==> config.mk <==
export PLATFORM = sky130hd
export DESIGN_NAME = vfd_duplex_ctrl
export DESIGN_NICKNAME = d
export VERILOG_FILES = /design/src/rtl/vfd_pkg.sv /design/src/rtl/vfd_serial_rx.sv /design/src/rtl/vfd_scan.sv /design/src/rtl/vfd_duplex_ctrl.sv
export SDC_FILE = /design/constraint.sdc
export NUM_CORES = 1
export LEC_CHECK = 0
export BUFFER_PORTS_ARGS = -buffer_cell sky130_fd_sc_hd__buf_2
export CORE_MARGIN = 3
export CORE_UTILIZATION = 40
export DETAILED_ROUTE_END_ITERATION = 6
export PLACE_DENSITY = 0.63
export SYNTH_ARGS = -nofsm -noshare
export SYNTH_HDL_FRONTEND = slang
export SYNTH_SLANG_ARGS = --single-unit
==> constraint.sdc <==
create_clock -name clk -period 1.9 [get_ports clk]
set_input_delay 0.19 -clock clk [delete_from_list [all_inputs] [get_ports clk]]
set_output_delay 0.19 -clock clk [all_outputs]
set_load 0.005 [all_outputs]
==> src/rtl/vfd_pkg.sv <==
package vfd_pkg;
    localparam logic [2:0] FN_DISP = 3'b001;
    localparam logic [2:0] FN_KEY  = 3'b010;
    localparam logic [2:0] FN_ADC  = 3'b100;

    typedef enum logic [2:0] {
        SC_OFF,
        SC_GRID1,
        SC_BLANK_A,
        SC_GRID2,
        SC_BLANK_B
    } scan_st_t;
endpackage

==> src/rtl/vfd_serial_rx.sv <==
module vfd_serial_rx
    import vfd_pkg::*;
#(
    parameter int MODE_W = 3,
    parameter int DATA_W = 34
) (
    input  logic              clk,
    input  logic              rst_n,
    input  logic              cs_n,
    input  logic              sclk,
    input  logic              sdi,
    output logic              frame_ok,
    output logic [DATA_W-1:0] frame_data,
    output logic              key_req,
    output logic              adc_req
);
    localparam int FRAME_BITS = MODE_W + DATA_W;
    localparam int CNT_W      = $clog2(FRAME_BITS + 2);

    logic [1:0] cs_sy, ck_sy, dt_sy;
    logic       ck_d, cs_d;
    logic [FRAME_BITS-1:0] sr;
    logic [CNT_W-1:0]      cnt;
    logic [MODE_W-1:0]     mode_nxt;
    logic shift_en, cs_rel;

    always_ff @(posedge clk or negedge rst_n) begin
        if (!rst_n) begin
            cs_sy <= 2'b11;
            ck_sy <= 2'b00;
            dt_sy <= 2'b00;
            ck_d  <= 1'b0;
            cs_d  <= 1'b1;
        end else begin
            cs_sy <= {cs_sy[0], cs_n};
            ck_sy <= {ck_sy[0], sclk};
            dt_sy <= {dt_sy[0], sdi};
            ck_d  <= ck_sy[1];
            cs_d  <= cs_sy[1];
        end
    end

    assign shift_en = ck_sy[1] && !ck_d && !cs_sy[1];
    assign cs_rel   = cs_sy[1] && !cs_d;
    assign mode_nxt = {dt_sy[1], sr[FRAME_BITS-1 -: MODE_W-1]};

    always_ff @(posedge clk or negedge rst_n) begin
        if (!rst_n) begin
            sr      <= '0;
            cnt     <= '0;
            key_req <= 1'b0;
            adc_req <= 1'b0;
        end else begin
            key_req <= 1'b0;
            adc_req <= 1'b0;
            if (cs_rel) begin
                cnt <= '0;
            end else if (shift_en) begin
                sr <= {dt_sy[1], sr[FRAME_BITS-1:1]};
                if (cnt != '1) cnt <= cnt + 1'b1;
                if (cnt == CNT_W'(MODE_W - 1)) begin
                    key_req <= (mode_nxt == FN_KEY);
                    adc_req <= (mode_nxt == FN_ADC);
                end
            end
        end
    end

    assign frame_ok   = cs_rel && (cnt == CNT_W'(FRAME_BITS)) && (sr[MODE_W-1:0] == FN_DISP);
    assign frame_data = sr[FRAME_BITS-1:MODE_W];

    AST_RX_IDLE: assert property (@(posedge clk) disable iff (!rst_n)
        cs_sy[1] |=> $stable(sr));
    AST_REQ_EXCL: assert property (@(posedge clk) disable iff (!rst_n)
        !(key_req && adc_req));
    AST_REQ_PULSE: assert property (@(posedge clk) disable iff (!rst_n)
        key_req |=> !key_req);
endmodule

==> src/rtl/vfd_scan.sv <==
module vfd_scan
    import vfd_pkg::*;
#(
    parameter int SEG_N     = 17,
    parameter int PH_W      = 16,
    parameter int BLANK_CYC = 2
) (
    input  logic               clk,
    input  logic               rst_n,
    input  logic               en,
    input  logic [PH_W-1:0]    phase_len,
    input  logic [2*SEG_N-1:0] hold,
    output logic               grid1,
    output logic               grid2,
    output logic [SEG_N-1:0]   seg
);
    localparam logic [PH_W-1:0] BLANK_LAST = PH_W'(BLANK_CYC - 1);

    scan_st_t        st, st_nxt;
    logic [PH_W-1:0] cnt, cnt_nxt, ph_last;

    assign ph_last = (phase_len == '0) ? '0 : phase_len - 1'b1;

    always_ff @(posedge clk or negedge rst_n) begin
        if (!rst_n) begin
            st  <= SC_OFF;
            cnt <= '0;
        end else begin
            st  <= st_nxt;
            cnt <= cnt_nxt;
        end
    end

    always_comb begin
        st_nxt  = st;
        cnt_nxt = cnt + 1'b1;
        unique case (st)
            SC_OFF: begin
                cnt_nxt = '0;
                if (en) st_nxt = SC_GRID1;
            end
            SC_GRID1: if (cnt >= ph_last) begin
                st_nxt  = SC_BLANK_A;
                cnt_nxt = '0;
            end
            SC_BLANK_A: if (cnt >= BLANK_LAST) begin
                st_nxt  = SC_GRID2;
                cnt_nxt = '0;
            end
            SC_GRID2: if (cnt >= ph_last) begin
                st_nxt  = SC_BLANK_B;
                cnt_nxt = '0;
            end
            SC_BLANK_B: if (cnt >= BLANK_LAST) begin
                st_nxt  = SC_GRID1;
                cnt_nxt = '0;
            end
            default: begin
                st_nxt  = SC_OFF;
                cnt_nxt = '0;
            end
        endcase
    end

    always_comb begin
        grid1 = 1'b0;
        grid2 = 1'b0;
        seg   = '0;
        unique case (st)
            SC_GRID1: begin
                grid1 = 1'b1;
                seg   = hold[SEG_N-1:0];
            end
            SC_GRID2: begin
                grid2 = 1'b1;
                seg   = hold[2*SEG_N-1:SEG_N];
            end
            default: ;
        endcase
    end

    AST_GRID_EXCL: assert property (@(posedge clk) disable iff (!rst_n)
        !(grid1 && grid2));
    AST_BLANK_SEG: assert property (@(posedge clk) disable iff (!rst_n)
        (!grid1 && !grid2) |-> (seg == '0));
    AST_G2_AFTER_GAP: assert property (@(posedge clk) disable iff (!rst_n)
        $rose(grid2) |-> !$past(grid1));
endmodule

==> src/rtl/vfd_duplex_ctrl.sv <==
module vfd_duplex_ctrl
    import vfd_pkg::*;
#(
    parameter int SEG_N     = 17,
    parameter int MODE_W    = 3,
    parameter int PH_W      = 16,
    parameter int BLANK_CYC = 2
) (
    input  logic             clk,
    input  logic             rst_n,
    input  logic             cs_n,
    input  logic             sclk,
    input  logic             sdi,
    input  logic [PH_W-1:0]  phase_len,
    output logic             grid1,
    output logic             grid2,
    output logic [SEG_N-1:0] seg,
    output logic             key_req,
    output logic             adc_req
);
    localparam int DATA_W = 2 * SEG_N;

    logic              frame_ok;
    logic [DATA_W-1:0] frame_data;
    logic [DATA_W-1:0] hold;
    logic              disp_en;

    vfd_serial_rx #(.MODE_W(MODE_W), .DATA_W(DATA_W)) u_rx (
        .clk(clk), .rst_n(rst_n), .cs_n(cs_n), .sclk(sclk), .sdi(sdi),
        .frame_ok(frame_ok), .frame_data(frame_data),
        .key_req(key_req), .adc_req(adc_req)
    );

    always_ff @(posedge clk or negedge rst_n) begin
        if (!rst_n) begin
            hold    <= '0;
            disp_en <= 1'b0;
        end else if (frame_ok) begin
            hold    <= frame_data;
            disp_en <= 1'b1;
        end
    end

    vfd_scan #(.SEG_N(SEG_N), .PH_W(PH_W), .BLANK_CYC(BLANK_CYC)) u_scan (
        .clk(clk), .rst_n(rst_n), .en(disp_en), .phase_len(phase_len),
        .hold(hold), .grid1(grid1), .grid2(grid2), .seg(seg)
    );

    AST_HOLD_STABLE: assert property (@(posedge clk) disable iff (!rst_n)
        !frame_ok |=> $stable(hold));
    AST_DARK_UNTIL_LOAD: assert property (@(posedge clk) disable iff (!rst_n)
        !disp_en |-> (!grid1 && !grid2 && seg == '0));
endmodule

==> impl_metrics.yaml <==
worst_setup_path:
  endpoint_kind: "flop"
  crit_chain: "buf_8, inv_8, ha_4, or3b_4, nor4b_4, nand2_1, xnor2_1, nand2_1, ha_4, nand4_4, nor4_4, a31oi_4, a21oi_4, mux2_4"
  r2r-end: "u_scan.st[2]$_DFFE_PN0P_"
  critical_path_buf_inv_count: 2
  critPathArrivalTime_ns: 2.93
  crit_required_ns: 2.13
  startpoint_type: "input pin"
  reg2reg_depth: 7
  r2r-start: "u_scan.cnt[0]$_DFF_PN0_"
  slowest_stage: "or3b_4"
  reg2reg_slack_ns: -0.14
  crit_fanout: 3
  worstSetupPathType: "input pin to flop"
  crit_path_max_incr_delay_ns: 0.40
  crit_family: "simple AND/OR/NAND/NOR gates"
detailed_routing:
  drc: 0
  routed_wl_microns: 10500
  drtIter0Drc: 134
  firstDrtPassIters: 4
  wl_per_cell_microns: 14.7
  drt-vias-per-instance: 4.94
  ant_nets: 0
  num_vias: 3535
die:
  die_area_sq_um: 14600
  start_util_pct: 41.3
  io-pin-count: 42
  rows: 41
  die_h_microns: 121
  chipWidth_microns: 121
  core-area_sq_um: 12700
clock_network:
  cts.reportedPaths.clkPinSlew_ns: 0.08
  cts_buffers: 9
  clkSinkCount: 107
  ctsRootBufferMaster: "clkbuf_16"
  cts_max_path_buffers: 2
  cts.htree.levels: 3
  clkLatencyLatePin_ns: 0.35
  cts_tree: "done"
synth:
  synth_compound_area_share_pct: 3.16
  syn_area_per_cell_sq_um: 12.0
  syn_area_sq_um: 5260
  ys_seq_area_share_pct: 51.0
  synth_top_family_by_area: "multiplexers"
  ys_types: 48
  asyncSetResetFlopFracSynth_pct: 100
  synthFlopType: "dfrtp_1"
  synth_area_leaders: "dfrtp_1, mux2_2, ha_1, nor2_1, xor2_1"
  synth_edf_count: 0
  yosys_warnings: 0
  muxShareOfSynthArea_pct: 18.7
  synth_simple_gate_area_share_pct: 14.0
  synth_most_common_cell: "dfrtp_1"
  synth-xor-area-share_pct: 5.49
  synth_fa_ha_area_share_pct: 5.71
  synthTopCellsByCount: "dfrtp_1, mux2_2, nor2_1"
  ys_seq_elements: 107
  yosysTopAreaCellShare_pct: 49.5
  syn_nets: 483
  synth_largest_area_cell: "dfrtp_1"
  synth_cells: 438
sta:
  setup_slack_ns: -0.796
  final_hold_viol_count: 0
  fmax_mhz: 371
  fin_skew_ns: 0.00921
  period_minus_slack_ns: 2.70
  rsz0062_at_grt: "true"
  maxSlewHeadroom_pct: 72.7
  worst_pin_slew_ns: 0.410
  fin_crit_sh_pct: 142
  final-setup-viol-count: 19
  finalMaxSlewViolations: 0
power_and_ir_drop:
  power_density_nw_per_um2: 893
  leakage_nw: 3.30
  peakVddDrop_mv: 0.446
  power_mw: 5.89
global_routing:
  grt_first_pass_wirelength_microns: 18000
  grt_pass1_vias: 3684
  grt_use_total_pct: 15.5
  grt_start_max_net_pins: 74
  grt_overflow_total: 0
  antenna_found_initial: 0
final_layout:
  seqCellArea_sq_um: 2680
  nNetsFinal: 584
  areaGrowthSynthToFinish_pct: 25.3
  diodes: 0
  multiInputGateArea_sq_um: 2580
  nFillCells: 1154
  drive_gt1_share_pct: 39.2
run_status:
  status: "finished with violations"
  violations: "negative setup slack"
placed_design:
  dp_worst_setup_slack_ns: -1.23
  dp_hpwl_microns: 7390
  gp_congestion: 0.828
  portBuffers: 41
min_path:
  hp-class: "input pin to async pin"
run:
  cap_violations: 0
## cells in the final DEF, fill, tap and decap left out, types with 6 or more instances in the layout
| cell type | n |
|---|---|
| mux2_2 | 71 |
| ha_1 | 21 |
| nand2_1 | 28 |
| buf_2 | 38 |
| dfrtp_1 | 104 |
| nand4_1 | 9 |
| xor2_1 | 21 |
| mux2i_1 | 17 |
| nor3_1 | 6 |
| clkbuf_16 | 9 |
| nand3_1 | 7 |
| a21oi_1 | 6 |
| xnor2_1 | 11 |
| buf_4 | 58 |
| nor2_1 | 52 |
## sequential cells by signal (all words and copies together) (netlist names)
name	cells
u_scan.st	3
u_rx.adc_req	1
u_rx.sr	37
u_scan.cnt	16
u_rx.key_req	1
hold	34
u_rx.cs_sy	2
disp_en	1
u_rx.ck_d	1
u_rx.ck_sy	2
u_rx.dt_sy	2
u_rx.cs_d	1
u_rx.cnt	6
## metal layers
layer  global-route usage [%]  part of all wire, %
met5                        0                    0
met2                     24.7                   47
met1                     21.0                   48
met4                     5.31                  1.7
met3                     3.18                  3.8
## power by group
group          total [mW]  switching [mW]  internal, mW  leakage, nW
clock                1.96           0.868          1.09        0.159
sequential           2.57           0.135          2.43         1.45
combinational        1.36           0.721         0.639         1.69
## worst reg2reg max path, delay by kind of cell (launching register included)
| kind | cells | cell delay, ns |
|---|---|---|
| simple gates | 1 | 0.14 |
| compound gates | 3 | 0.80 |
| buf+inv | 1 | 0.06 |
| mux | 1 | 0.30 |
| flops | 1 | 0.35 |
| fa+ha+maj | 1 | 0.28 |
## per-stage QoR
| step | utilization (%) | cell area (sq um) | setup TNS (ns) | hold WS (ns) | cells |
|---|---|---|---|---|---|
| 6_report | 51.8 | 6590 | -13.50 | 0.315 | 716 |
| 5_1_grt | 51.8 | 6590 | -17.14 | 0.350 | 716 |
| 4_1_cts | 51.6 | 6560 | -14.46 | 0.314 | 716 |
| 3_5_place_dp | 48.1 | 6110 | -22.71 | 0.154 | 694 |
| 3_3_place_gp | 48.1 | 6110 | -20.70 | 0.144 | 694 |
| 2_1_floorplan | - | 5310 | -15.10 | -0.106 | 438 |
## how the worst max path moves through the flow
stage                 start                       end  slack (ns)  depth (start not counted)
6_report       phase_len[0]  u_scan.st[2]$_DFFE_PN0P_       -0.80                         14
5_1_grt        phase_len[0]  u_scan.st[2]$_DFFE_PN0P_       -0.97                         14
4_1_cts        phase_len[0]  u_scan.st[2]$_DFFE_PN0P_       -0.79                         14
3_5_place_dp   phase_len[1]  u_scan.st[2]$_DFFE_PN0P_       -1.23                         14
3_3_place_gp   phase_len[1]  u_scan.st[2]$_DFFE_PN0P_       -1.13                         14
2_1_floorplan  phase_len[1]  u_scan.st[2]$_DFFE_PN0P_       -0.97                         13
## cell families (layout without fill, tap and decap cells)
logic type / after synthesis / after routing
AO/OA/AOI/OAI: 21 / 21
XOR/XNOR: 33 / 33
adder cells (fa/ha/maj): 24 / 24
buffers and inverters: 22 / 128
flip-flops: 107 / 107
multiplexers: 89 / 89
AND/OR/NAND/NOR: 142 / 142
## area by class of cell
cell class	count	share of cell area (%)
clock inverters	6	1.23
flip-flops and latches	107	40.7
clock buffers	10	3.62
inverters	7	0.702
multi-input cells	309	39.1
well taps	172	3.26
repair buffers	105	11.4
## what timing repair did
item                                   CTS  global route
resized for setup                       14             4
pin swaps                                9             3
setup buffers                            2             0
endpoints found under the hold margin   29             0
setup endpoints to repair               19            19
hold buffers                             4             0
(Power assumes the default switching activity.)
